### config.mk
export PLATFORM = sky130hd
export DESIGN_NAME = cmp42_mult
export DESIGN_NICKNAME = d
export VERILOG_FILES = /design/src/rtl/cmp42_pkg.sv /design/src/rtl/cmp42_cell.sv /design/src/rtl/cmp42_row.sv /design/src/rtl/cmp42_ks_add.sv /design/src/rtl/cmp42_mult.sv
export SDC_FILE = /design/constraint.sdc
export NUM_CORES = 1
export LEC_CHECK = 0
export BUFFER_PORTS_ARGS = -buffer_cell sky130_fd_sc_hd__clkbuf_2
export CORE_MARGIN = 4
export CORE_UTILIZATION = 25
export CTS_BUF_LIST = sky130_fd_sc_hd__clkbuf_4 sky130_fd_sc_hd__clkbuf_8
export DETAILED_ROUTE_END_ITERATION = 8
export MAX_ROUTING_LAYER = met4
export SLEW_MARGIN = 15
export SYNTH_ARGS = -nofsm -noshare
export SYNTH_HDL_FRONTEND = slang
export SYNTH_SLANG_ARGS = --single-unit
export TNS_END_PERCENT = 50
### constraint.sdc
create_clock -name clk -period 1.2 [get_ports clk]
set_input_delay 0.24 -clock clk [delete_from_list [all_inputs] [get_ports clk]]
set_output_delay 0.24 -clock clk [all_outputs]
set_load 0.05 [all_outputs]
### src/rtl/cmp42_pkg.sv
package cmp42_pkg;

   // true when v is a nonzero power of two
   function automatic bit is_pow2(input int unsigned v);
      return (v != 0) && ((v & (v - 1)) == 0);
   endfunction

   // reduction levels needed to bring W rows down to two
   function automatic int unsigned red_levels(input int unsigned w);
      return $clog2(w) - 1;
   endfunction

   // index of the first row of level l in the flat row store
   function automatic int unsigned row_base(input int unsigned w, input int unsigned l);
      return 2 * w - 2 * (w >> l);
   endfunction

endpackage

### src/rtl/cmp42_cell.sv
// (4,2) counter: two chained full adders.
// cx leaves sideways to the next column of the same row and does not depend on ci.
// co goes down to the next reduction level.
module cmp42_cell (
   input  logic x0,
   input  logic x1,
   input  logic x2,
   input  logic x3,
   input  logic ci,
   output logic s,
   output logic co,
   output logic cx
);
   logic s1;

   assign s1 = x0 ^ x1 ^ x2;
   assign cx = (x0 & x1) | (x0 & x2) | (x1 & x2);
   assign s  = s1 ^ x3 ^ ci;
   assign co = (s1 & x3) | (s1 & ci) | (x3 & ci);
endmodule

### src/rtl/cmp42_row.sv
// One row of (4,2) counters across N columns: four rows in, a sum row and a carry row out.
module cmp42_row #(
   parameter int unsigned N = 16
) (
   input  logic [N-1:0] r0,
   input  logic [N-1:0] r1,
   input  logic [N-1:0] r2,
   input  logic [N-1:0] r3,
   output logic [N-1:0] sum_o,
   output logic [N-1:0] car_o
);
   logic [N-1:0] lat;      // sideways carry entering each column
   logic [N-1:0] cx_w;
   logic [N-1:0] co_w;
   logic [1:0]   unused_msb;

   assign lat        = {cx_w[N-2:0], 1'b0};
   assign car_o      = {co_w[N-2:0], 1'b0};
   assign unused_msb = {co_w[N-1], cx_w[N-1]};   // beyond the product width

   for (genvar i = 0; i < N; i++) begin : g_col
      cmp42_cell u_cell (
         .x0(r0[i]),
         .x1(r1[i]),
         .x2(r2[i]),
         .x3(r3[i]),
         .ci(lat[i]),
         .s (sum_o[i]),
         .co(co_w[i]),
         .cx(cx_w[i])
      );
   end
endmodule

### src/rtl/cmp42_ks_add.sv
// Kogge-Stone prefix adder, carry-out dropped. N must be a power of two.
module cmp42_ks_add #(
   parameter int unsigned N = 16
) (
   input  logic [N-1:0] x,
   input  logic [N-1:0] y,
   output logic [N-1:0] s
);
   localparam int unsigned LG = $clog2(N);

   logic [N-1:0] hp;
   logic [N-1:0] gk [LG+1];
   logic [N-1:0] pk [LG];
   logic         unused_cout;

   assign hp    = x ^ y;
   assign gk[0] = x & y;
   assign pk[0] = hp;

   for (genvar k = 0; k < LG; k++) begin : g_stage
      localparam int unsigned D = 1 << k;
      for (genvar i = 0; i < N; i++) begin : g_bit
         if (i >= D) begin : g_mrg
            assign gk[k+1][i] = gk[k][i] | (pk[k][i] & gk[k][i-D]);
            if (k + 1 < LG) begin : g_p
               assign pk[k+1][i] = pk[k][i] & pk[k][i-D];
            end
         end else begin : g_cpy
            assign gk[k+1][i] = gk[k][i];
            if (k + 1 < LG) begin : g_p
               assign pk[k+1][i] = pk[k][i];
            end
         end
      end
   end

   assign s           = hp ^ {gk[LG][N-2:0], 1'b0};
   assign unused_cout = gk[LG][N-1];
endmodule

### src/rtl/cmp42_mult.sv
module cmp42_mult
   import cmp42_pkg::*;
#(
   parameter int unsigned W       = 8,
   parameter bit          OUT_REG = 1'b1
) (
   input  logic           clk,
   input  logic           rst_n,
   input  logic [W-1:0]   op_a,
   input  logic [W-1:0]   op_b,
   output logic [2*W-1:0] product
);
   localparam int unsigned P    = 2 * W;
   localparam int unsigned NLVL = red_levels(W);
   localparam int unsigned TOT  = row_base(W, NLVL) + 2;

   if (!is_pow2(W) || W < 4) begin : g_bad_w
      $error("cmp42_mult: W must be a power of two of at least 4");
   end

   // flat store: level l occupies W>>l rows starting at row_base(W,l)
   logic [P-1:0] rw [TOT];
   logic [P-1:0] sum_w;

   for (genvar j = 0; j < W; j++) begin : g_pp
      assign rw[j] = P'(op_a & {W{op_b[j]}}) << j;
   end

   for (genvar l = 1; l <= NLVL; l++) begin : g_lvl
      localparam int unsigned SRC = row_base(W, l - 1);
      localparam int unsigned DST = row_base(W, l);
      localparam int unsigned NG  = (W >> l) / 2;
      for (genvar g = 0; g < NG; g++) begin : g_grp
         cmp42_row #(.N(P)) u_row (
            .r0   (rw[SRC + 4*g]),
            .r1   (rw[SRC + 4*g + 1]),
            .r2   (rw[SRC + 4*g + 2]),
            .r3   (rw[SRC + 4*g + 3]),
            .sum_o(rw[DST + 2*g]),
            .car_o(rw[DST + 2*g + 1])
         );
      end
   end

   cmp42_ks_add #(.N(P)) u_cpa (
      .x(rw[TOT-2]),
      .y(rw[TOT-1]),
      .s(sum_w)
   );

   if (OUT_REG) begin : g_reg
      always_ff @(posedge clk or negedge rst_n) begin
         if (!rst_n) product <= '0;
         else        product <= sum_w;
      end
   end else begin : g_comb
      logic unused_ctl;
      assign unused_ctl = clk ^ rst_n;
      assign product    = sum_w;
   end
endmodule

=== After elaboration in Yosys (flattened, before gate mapping) ===
Index checks and enable logic that the tools add are counted.

* Input bits: 18
* Word-level logic and storage cells: 588
* Register bits: 16

* Bitwise logic cells: 587

{| class="wikitable"
|+ Operators by type and width
! cell !! count
|-
| AND 1 bit || 231
|-
| OR 1 bit || 167
|-
| bitwise XOR 1 bit || 116
|-
| AND 8 bit || 8
|-
| bitwise XOR 16 bit || 2
|-
| AND 1 bit (both inputs constant) || 20
|-
| AND 15 bit || 1
|-
| bitwise XOR 1 bit (second input constant) || 14
|-
| AND 1 bit (first input constant) || 12
|-
| bitwise XOR 1 bit (both inputs constant) || 10
|-
| AND 1 bit (second input constant) || 4
|-
| bitwise XOR 1 bit (first input constant) || 2
|}

=== Logic depth before layout (Yosys ltp) ===
Gate-level depths: netlist of run 1.

* Depth in word-level cells: 22
* Mapped depth: 15

=== By module ===
Synthesis of run 1 repeated with hierarchy kept, for this count alone.

* Cells, all modules: 712
* Area total of the unflattened synthesis: 5301.3 um^2

{| class="wikitable"
|+ Modules (own cells, without submodules)
! module !! cells an instance !! times used !! area each (um^2)
|-
| cmp42_cell || 10 || 48 || 70.1
|-
| cmp42_mult || 81 || 1 || 804.5
|-
| cmp42_ks_add || 100 || 1 || 762.0
|-
| cmp42_row || 17 || 3 || 123.9
|}

=== Least setup slack after synthesis of run 1 ===
OpenSTA, ideal clock, no wires.

* Path type: input -> register
* Start point: input op_b[0]
* End point: register product[14]
* Arrival time: 3674 ps
* Setup slack: -2554 ps
* Cell stages on the path: 14
* Data required time: 1120 ps
* Cell sequence: nand2_1 fa_1 inv_1 fa_1 fa_1 inv_1 fa_1 inv_1 ha_1 and3_1 a211oi_2 nand2b_2 a31oi_2 xnor2_1

* Longest elaborated chain between the ends: 21

{| class="wikitable"
|+ RTL lines
! what !! RTL line !! source
|-
| from (decl) || cmp42_mult.sv:10 || <nowiki>input logic [W-1:0] op_b,</nowiki>
|-
| AND 8 bit * || cmp42_mult.sv:26 || <nowiki>assign rw[j] = P'(op_a & {W{op_b[j]}}) << j;</nowiki>
|-
| AND 1 bit || cmp42_cell.sv:17 || <nowiki>assign cx = (x0 & x1) | (x0 & x2) | (x1 & x2);</nowiki>
|-
| OR 1 bit (2 in series) || cmp42_cell.sv:17 ||
|-
| AND 1 bit || cmp42_cell.sv:19 || <nowiki>assign co = (s1 & x3) | (s1 & ci) | (x3 & ci);</nowiki>
|-
| OR 1 bit (2 in series) || cmp42_cell.sv:19 ||
|-
| AND 1 bit || cmp42_cell.sv:17 ||
|-
| OR 1 bit (2 in series) || cmp42_cell.sv:17 ||
|-
| AND 1 bit || cmp42_cell.sv:19 ||
|-
| [3 not listed] || - ||
|-
| AND 1 bit, on equally long branches || cmp42_ks_add.sv:24, cmp42_ks_add.sv:26 ||
|-
| OR 1 bit or AND 1 bit (tied branches) || cmp42_ks_add.sv:24 || <nowiki>assign gk[k+1][i] = gk[k][i] | (pk[k][i] & gk[k][i-D]);</nowiki>
|-
| AND 1 bit or OR 1 bit (tied branches) || cmp42_ks_add.sv:24 ||
|-
| OR 1 bit or AND 1 bit (tied branches) || cmp42_ks_add.sv:24 ||
|-
| OR 1 bit || cmp42_ks_add.sv:24 ||
|-
| OR 1 bit * || cmp42_ks_add.sv:24 ||
|-
| bitwise XOR 16 bit * || cmp42_ks_add.sv:37 || <nowiki>assign s = hp ^ {gk[LG][N-2:0], 1'b0};</nowiki>
|-
| via sum_w[14] || cmp42_mult.sv:23 || <nowiki>logic [P-1:0] sum_w;</nowiki>
|-
| to (signal assigned) || cmp42_mult.sv:54 || <nowiki>else product <= sum_w;</nowiki>
|-
| to (decl) || cmp42_mult.sv:11 || <nowiki>output logic [2*W-1:0] product</nowiki>
|}

The timed path passes the listed nets; every way through them passes the cells marked *.

=== Final worst setup path of run 1 ===
* Start point: input op_b[5]
* End point: register product[12]

* Longest elaborated chain between the ends: 19

{| class="wikitable"
|+ RTL lines
! what !! RTL line !! source
|-
| AND 8 bit * || cmp42_mult.sv:26 ||
|-
| bitwise XOR 1 bit or AND 1 bit (tied branches) || cmp42_cell.sv:16, cmp42_cell.sv:17 ||
|-
| bitwise XOR 1 bit or OR 1 bit (tied branches) || cmp42_cell.sv:16, cmp42_cell.sv:17 ||
|-
| bitwise XOR 1 bit or OR 1 bit (tied branches) || cmp42_cell.sv:18, cmp42_cell.sv:17 ||
|-
| bitwise XOR 1 bit || cmp42_cell.sv:18 || <nowiki>assign s = s1 ^ x3 ^ ci;</nowiki>
|-
| AND 1 bit || cmp42_cell.sv:17 ||
|-
| OR 1 bit (2 in series) || cmp42_cell.sv:17 ||
|-
| AND 1 bit || cmp42_cell.sv:19 ||
|-
| OR 1 bit (2 in series) || cmp42_cell.sv:19 ||
|-
| bitwise XOR 16 bit || cmp42_ks_add.sv:16 || <nowiki>assign hp = x ^ y;</nowiki>
|-
| AND 1 bit || cmp42_ks_add.sv:24 ||
|-
| OR 1 bit || cmp42_ks_add.sv:24 ||
|-
| AND 1 bit || cmp42_ks_add.sv:24 ||
|-
| OR 1 bit (3 in series) || cmp42_ks_add.sv:24 ||
|-
| bitwise XOR 16 bit * || cmp42_ks_add.sv:37 ||
|-
| via sum_w[12] || cmp42_mult.sv:23 ||
|}

Marks and branches as above.

==> impl_metrics.yaml, run 1 <==
layout:
  reg_top3: "product x16"
  final_cell_mix: "37 x inv_1, 34 x and2_1, 34 x fa_1"
  nNetsFinal: 383
  register_area_um2: 400
  largest_reg_flops: 16
  instances_no_fill: 410
  fin_util_pct: 37.2
  top_register: "product"
  n_fill_cell: 875
  layout_commonest_cell: "inv_1"
  area_delta_synth_final_pct: 44.3
  multiInputGateArea_um2: 1880
  antennaDiodeCount: 0
  drive_above_1_share_pct: 36.8
  finalInstanceArea_um2: 3260
global_route:
  track_usage_pct: 10.9
  antenna_found_initial: 0
  grt_max_degree: 17
  grt_pass1_vias: 1876
  grt_first_pass_wirelength_um: 8800
  gr-total-overflow: 0
timing:
  slew_violations: 0
  layout_setup_ws_ps: -2240
  finalCriticalPeriod_ps: 3440
  hold_violations: 0
  rsz0062_at_grt: "true"
  setup_viol: 14
  timing.fmax_ghz: 0.291
  tightestPinTransition_ps: 378
  setup_tns_ps: -23560
  fin_crit_sh_pct: 287
  relSlewSlack_pct: 74.6
die:
  die_area_um2: 10600
  std_cell_rows: 34
  start_util_pct: 25.8
  die_x_um: 103
  ioPinCount: 34
  core_um2: 8760
  die_h_um: 103
cts:
  path_clk_slew_ps: 60
  cts_tree: "done"
  cts_max_path_buffers: 2
  root_buffer: "clkbuf_8"
  numCtsBuffers: 3
  htreeDepth: 1
  cts.sinks: 16
worst_setup_path:
  path_buf_inv: 5
  start_kind: "input port"
  critPathMostFrequentCell: "fa_1"
  slowest_delay_ps: 520
  path_max_fanout: 5
  required_ps: 1330
  arrival_ps: 3570
  cp_slowest_cell: "fa_1"
  cp-end-kind: "register"
  path_delay_family: "adder cells"
  cp_cell_sequence: "clkbuf_16, nand2_4, fa_1, fa_1, inv_1, fa_1, inv_1, fa_1, inv_2, ha_4, and3_4, a211oi_4, buf_4, a21oi_2, xor2_1"
  critPathKind: "in2reg"
route:
  remaining_drc_errors: 0
  drtPass1Iterations: 4
  vias: 1717
  drt-total-wl_um: 5170
  ant_nets: 0
  routed_via_density: 4.19
  routedWlPerCell_um: 12.6
  drtIter0Drc: 59
power_and_ir_drop:
  p_comb_share_pct: 77.4
  net-switching-power_mw: 2.70
  switching_share_pct: 47.0
  ir_drop_mv: 0.707
  clkPwrFrac_pct: 8.2
  p_per_area_nw_per_um2: 1760
  p_leak_nw: 1.62
  seq_power_share_pct: 14.4
  p_int_mw: 3.04
run_status:
  failed_checks: "negative setup slack"
  status: "finished, violations left"
yosys:
  synth_top_area_cell: "fa_1"
  synthDistinctLibCells: 25
  ys_top_cells_by_area: "fa_1 35%, dfrtp_1 18%, ha_1 13%"
  postSynthCellCount: 231
  mappedNetlistArea_um2: 2260
  syn_nets: 311
  synth_seq_cells: 16
  synth_top_area_share_pct: 34.5
  ys_seq_area_share_pct: 17.7
  yosys_warnings: 0
  synth.avg_cell_area_um2: 9.79
flow_run:
  maxCapViolCount: 0
placement:
  dp_slack_ps: -2640
  port-buffer-count: 33
  hpwlAfterDp_um: 4320
  place_inst: 400
  place_area_um2: 2860
  place.gp.congestion: 0.807
min_path:
  hold_class: "in2reg"
cell families after synthesis:
family	synth area share, %
AND/OR/NAND/NOR	19.7
XOR/XNOR	3.49
flip-flops	17.7
buffers and inverters	7.47
adder cells (fa/ha/maj)	47.3
AO/OA/AOI/OAI	4.37
Yosys cell counts:
cell,n
or3_1,2
inv_1,45
xnor2_1,6
ha_1,23
nor2b_2,1
o21a_1,1
nand2b_1,1
fa_1,39
nor3_1,1
a211oi_2,1
nor2b_1,1
dfrtp_1,16
nor2_1,3
and2_1,40
nand2_1,30
o221ai_1,1
o21ai_0,3
a21oi_1,4
and3_1,3
nand3_1,1
o21ai_1,3
xor2_1,3
a31oi_2,1
nand2b_2,1
a21o_1,1
power groups by stage:
| stage | sequential (mW) | combinational [mW] | clock [mW] |
|---|---|---|---|
| after floorplan | 1.61 | 2.11 | 0 |
| after global placement | 0.839 | 3.98 | 0 |
| after detailed placement | 0.841 | 4.02 | 0 |
| after CTS | 0.830 | 4.40 | 0.483 |
| after global routing | 0.847 | 4.95 | 0.509 |
| final | 0.827 | 4.44 | 0.469 |
final cells by class:
type	instances	area share (%)
clock buffers	4	1.69
repair buffers	67	18.9
inverters	45	5.18
well taps	108	4.14
flip-flops and latches	16	12.3
multi-input cells	170	57.8
metrics by stage:
step,total power [mW],hold slack (ps)
after floorplan,3.72,-55.6
after global placement,4.82,179
after CTS,5.72,258
after detailed placement,4.87,183
after global routing,6.31,278
final,5.74,283
final timing paths:
| kind | to | cells past startpoint | slack [ps] | startpoint |
|---|---|---|---|---|
| setup / recovery | product[12] | 15 | -2240 | op_b[5] |
| hold / removal | product[0] | 2 | 280 | op_b[0] |
| max in group asynchronous | product[7] | 2 | 470 | rst_n |
| min in group asynchronous | product[6] | 2 | 450 | rst_n |
per-layer routing:
metal  GRT usage (%)  routed length [um]  vias to the layer above
met5               -                   0                        -
met2            18.7                2620                       29
li1                -                   -                      840
met4            5.68                 216                        0
met3           0.744                 159                       12
met1            12.7                2170                      836
repair_timing:
item                       4_1_cts  5_1_grt
pin swaps                       34       15
gates resized for setup         54       10
setup buffers                    4        1
setup endpoints to repair       14       14
hold buffers                     1        0
hold endpoints to repair        16        0
Power figures use the tool's default switching activity.
==> run 2, diff against run 1 <==
--- a/config.mk
+++ b/config.mk
@@ -6,6 +6,7 @@
 export NUM_CORES = 1
 export LEC_CHECK = 0
 export BUFFER_PORTS_ARGS = -buffer_cell sky130_fd_sc_hd__clkbuf_2
+export CAP_MARGIN = 40
 export CORE_MARGIN = 4
 export CORE_UTILIZATION = 25
 export CTS_BUF_LIST = sky130_fd_sc_hd__clkbuf_4 sky130_fd_sc_hd__clkbuf_8
==> constraint.sdc (replaced) <==
create_clock -name clk -period 1.2 [get_ports clk]
set_input_delay 0.06 -clock clk [delete_from_list [all_inputs] [get_ports clk]]
set_output_delay 0.06 -clock clk [all_outputs]
set_load 0.05 [all_outputs]
==> run 2 against run 1 <==
Against the previous run: the flow still finishes with violations (negative setup slack); global-route usage decreased by 0.19 points; sequential power about the same; critical path depth unchanged; combinational power about the same; sequential share of layout area increased by 0.076 points; first-iteration DRC count increased by 5.1%; critical endpoint is now product[10]; largest power group unchanged.
==> impl_metrics.yaml, run 2 (synthesis gave the netlist of run 1 again) <==
layout:
  top_register: "product"
  fin_util_pct: 37.0
  final_cell_mix: "38 x inv_1, 37 x fa_1, 36 x and2_1"
  instances_no_fill: 410
  reg_top3: "product x16"
  n_fill_cell: 865
  layout_commonest_cell: "inv_1"
  antennaDiodeCount: 0
  largest_reg_flops: 16
  finalInstanceArea_um2: 3240
  drive_above_1_share_pct: 35.8
  area_delta_synth_final_pct: 43.4
  nNetsFinal: 383
global_route:
  grt_pass1_vias: 1869
  grt_first_pass_wirelength_um: 8710
  grt_max_degree: 17
  track_usage_pct: 10.7
  antenna_found_initial: 0
  gr-total-overflow: 0
route:
  routedWlPerCell_um: 12.3
  drtIter0Drc: 62
  remaining_drc_errors: 0
  routed_via_density: 4.18
  drt-total-wl_um: 5040
  vias: 1715
  drtPass1Iterations: 4
  ant_nets: 0
cts:
  htreeDepth: 1
  cts_max_path_buffers: 2
  cts.sinks: 16
  numCtsBuffers: 3
  cts_tree: "done"
  root_buffer: "clkbuf_8"
  path_clk_slew_ps: 60
timing:
  slew_violations: 0
  hold_violations: 0
  timing.fmax_ghz: 0.312
  finalCriticalPeriod_ps: 3210
  setup_viol: 13
  layout_setup_ws_ps: -2010
  tightestPinTransition_ps: 385
  relSlewSlack_pct: 74.3
  fin_crit_sh_pct: 267
  hold-worst-slack_ps: 177
  rsz0062_at_grt: "true"
placement:
  place_area_um2: 2860
  place.gp.congestion: 0.821
  port-buffer-count: 33
  hpwlAfterDp_um: 4420
  place_inst: 400
worst_setup_path:
  cp-end-kind: "register"
  critPathMostFrequentCell: "fa_1"
  slowest_delay_ps: 520
  path_delay_family: "adder cells"
  critPathKind: "in2reg"
  start_kind: "input port"
  path_buf_inv: 5
  required_ps: 1330
  path_max_fanout: 7
  arrival_ps: 3340
  cp_cell_sequence: "clkbuf_16, nand2_8, fa_1, fa_1, inv_2, fa_1, inv_1, fa_1, inv_2, ha_4, and3_4, a211oi_4, nand2b_2, buf_4, xor2_1"
  cp_slowest_cell: "fa_1"
power_and_ir_drop:
  p_per_area_nw_per_um2: 1770
  ir_drop_mv: 0.660
  total_power_mw: 5.74
  p_leak_nw: 1.61
die:
  start_util_pct: 25.8
  die_area_um2: 10600
  std_cell_rows: 34
  core_um2: 8760
  die_h_um: 103
  ioPinCount: 34
  die_x_um: 103
run_status:
  failed_checks: "negative setup slack"
  status: "finished, violations left"
min_path:
  hold_class: "in2reg"
flow_run:
  maxCapViolCount: 0
## run 2: cell types whose count changed in the layout (fill, tap and decap cells not counted), sizes merged
cell	change
clkbuf	+2
buf	-2
## run 2: per-stage QoR
step                setup WS, ps  TNS (ps)
CTS                        -2070    -21460
detailed placement         -2450    -26170
global route               -2130    -22090
global placement           -2410    -25770
finish                     -2010    -20950
floorplan                  -2100    -21480
## run 2: worst paths after layout
path	cells past startpoint	to	slack [ps]	start
worst max-delay path	15	product[10]	-2010	op_a[1]
min in group asynchronous	2	product[13]	270	rst_n
worst min-delay path	3	product[0]	180	op_b[0]
max in group asynchronous	2	product[1]	650	rst_n
## run 2: layer usage
layer | GRT usage (%) | routed length [um] | vias up
li1 | - | - | 842
met1 | 13.0 | 2110 | 832
met2 | 18.0 | 2580 | 31
met3 | 1.22 | 185 | 10
met4 | 4.38 | 165 | 0
met5 | - | 0 | -
## run 2: tightest hold or removal path, stage by stage
cell and delay (ps):
clkbuf_16 120, buf_4 100, and2_1 110
## run 2: what timing repair did
| action | CTS | global route |
|---|---|---|
| pin swaps | 23 | 10 |
| hold buffers | 1 | 0 |
| hold endpoints to repair | 16 | 0 |
| resized for setup | 52 | 8 |
| setup buffers | 4 | 1 |
| setup endpoints to repair | 13 | 13 |
## run 2: layout make-up
cell class | count | area [um^2] | share of cell area [%]
Sequential cell | 16 | 400 | 12.4
Tap cell | 108 | 135 | 4.17
Clock buffer | 4 | 55.1 | 1.70
Inverter | 45 | 169 | 5.21
Timing Repair Buffer | 67 | 612 | 18.9
Multi-Input combinational cell | 170 | 1870 | 57.7
## run 2: where the power goes
part	total (mW)	internal, mW	switching, mW	leakage (nW)
Combinational	4.45	1.98	2.48	1.39
Clock	0.459	0.291	0.169	0.0288
Sequential	0.826	0.777	0.0490	0.192
Total	5.74	3.04	2.69	1.61
==> run 3, diff against run 2 <==
--- a/config.mk
+++ b/config.mk
@@ -12,6 +12,7 @@
 export CTS_BUF_LIST = sky130_fd_sc_hd__clkbuf_4 sky130_fd_sc_hd__clkbuf_8
 export DETAILED_ROUTE_END_ITERATION = 8
 export MAX_ROUTING_LAYER = met4
+export REMOVE_ABC_BUFFERS = 1
 export SLEW_MARGIN = 15
 export SYNTH_ARGS = -nofsm -noshare
 export SYNTH_HDL_FRONTEND = slang
==> run 3 against run 2 <==
Against the previous run: the run still ends with negative setup slack left; worst setup slack got worse by 73 ps; flip-flop and latch count unchanged; sequential share of layout area is 0.49 points lower; count of clock-buffer cells in the layout unchanged; core utilization grew 1.5 points; non-clock buffer count is 11 higher; largest power group unchanged; highest routed layer unchanged.
==> impl_metrics.yaml, run 3 (synthesis gave the netlist of run 1 again) <==
worst_setup_path:
  path_max_fanout: 5
  critPathKind: "in2reg"
  cp-end-kind: "register"
  required_ps: 1370
  arrival_ps: 3450
  start_kind: "input port"
layout:
  drive_above_1_share_pct: 43.8
  area_delta_synth_final_pct: 49.3
  register_area_um2: 400
  n_fill_cell: 863
  layout_commonest_cell: "inv_1"
  antennaDiodeCount: 0
  top_register: "product"
  reg_top3: "product x16"
  finalInstanceArea_um2: 3370
  nNetsFinal: 394
  multiInputGateArea_um2: 1930
  final_cell_mix: "34 x inv_1, 33 x and2_1, 33 x buf_4"
  largest_reg_flops: 16
  fin_util_pct: 38.5
route:
  met1_length_um: 2240
  drt-total-wl_um: 5090
  routedWlPerCell_um: 12.1
  highest_layer: "met4"
  wl_met2_um: 2620
  remaining_drc_errors: 0
  routed_via_density: 4.14
  dr_wl_met3_um: 130
  drtPass1Iterations: 4
  ant_nets: 0
  vias: 1743
  drtIter0Drc: 26
timing:
  hold_violations: 0
  fin_crit_sh_pct: 273
  layout_setup_ws_ps: -2080
  rsz0062_at_grt: "true"
  timing.fmax_ghz: 0.305
  setup_viol: 13
  relSlewSlack_pct: 72.2
  finalCriticalPeriod_ps: 3280
  tightestPinTransition_ps: 413
  slew_violations: 0
run_status:
  failed_checks: "negative setup slack"
  status: "finished, violations left"
min_path:
  hold_class: "in2reg"
  hold_start: "op_b[1]"
  holdPathEnd: "product[1]"
  hold_depth: 3
power_and_ir_drop:
  ir_drop_mv: 0.765
  p_leak_nw: 1.67
  p_per_area_nw_per_um2: 1730
global_route:
  grt_pass1_vias: 1881
  grt_max_degree: 17
  antenna_found_initial: 0
  grt_first_pass_wirelength_um: 8870
  gr-total-overflow: 0
  track_usage_pct: 10.8
placement:
  dp_slack_ps: -2700
  place_area_um2: 2840
  port-buffer-count: 33
  place.gp.congestion: 0.779
  hpwlAfterDp_um: 4230
die:
  die_area_um2: 10600
  die_h_um: 103
  ioPinCount: 34
  die_x_um: 103
  core_um2: 8760
  start_util_pct: 25.8
  std_cell_rows: 34
cts:
  numCtsBuffers: 3
  cts_max_path_buffers: 2
  path_clk_slew_ps: 60
  cts_tree: "done"
  cts.sinks: 16
  root_buffer: "clkbuf_8"
  htreeDepth: 1
flow_run:
  maxCapViolCount: 0
## run 3: worst max path at each step
stage	from	end	slack [ps]	depth (start not counted)
after floorplan	op_b[0]	product[14]	-2370	14
after global placement	op_b[0]	product[14]	-2620	15
final	op_a[2]	product[14]	-2080	14
after global routing	op_a[2]	product[14]	-2160	14
after detailed placement	op_b[0]	product[14]	-2700	15
after CTS	op_a[4]	product[14]	-2020	14
## run 3: worst max-delay path: stages
cell,delay (ps)
clkbuf_8,130
buf_6,120
nand2_2,80
fa_2,450
fa_1,540
fa_2,450
fa_1,500
inv_2,50
ha_4,220
and3_4,190
a211oi_4,310
nand2b_4,100
a31oi_4,140
xnor2_1,130
## run 3: stage by stage
stage | hold WS, ps | instances | setup TNS (ps) | power, mW
after detailed placement | 5.29 | 409 | -28320 | 4.54
after global routing | 178 | 421 | -22410 | 6.35
final | 166 | 421 | -21330 | 5.85
after CTS | 84.1 | 417 | -21190 | 5.72
after global placement | 0.825 | 409 | -27720 | 4.50
after floorplan | -236 | 231 | -23880 | 3.41
## run 3: routing by layer
layer  up-vias  GRT usage [%]
met5         -              -
met4         0           3.29
met3         8          0.947
met2        25           18.4
met1       848           13.6
li1        862              -
## run 3: timing repair
| item | in CTS | in global routing |
|---|---|---|
| buffers inserted | 3 | 4 |
| hold buffers | 1 | 0 |
| pin swaps | 52 | 14 |
| setup endpoints to repair | 13 | 13 |
| gates resized for setup | 86 | 13 |
| hold endpoints to repair | 16 | 0 |
## run 3: cell type report
type                       count  share of cell area, %
sequential                    16                   11.9
timing repair buffer          78                   20.3
inverter                      45                   5.01
multi-input combinational    170                   57.2
clock buffer                   4                   1.63
tap                          108                   4.00
## run 3: power breakdown
group	total (mW)	internal, mW	switching [mW]
sequential	0.823	0.777	0.0462
clock	0.464	0.291	0.174
combinational	4.57	2.02	2.54
total	5.85	3.09	2.76
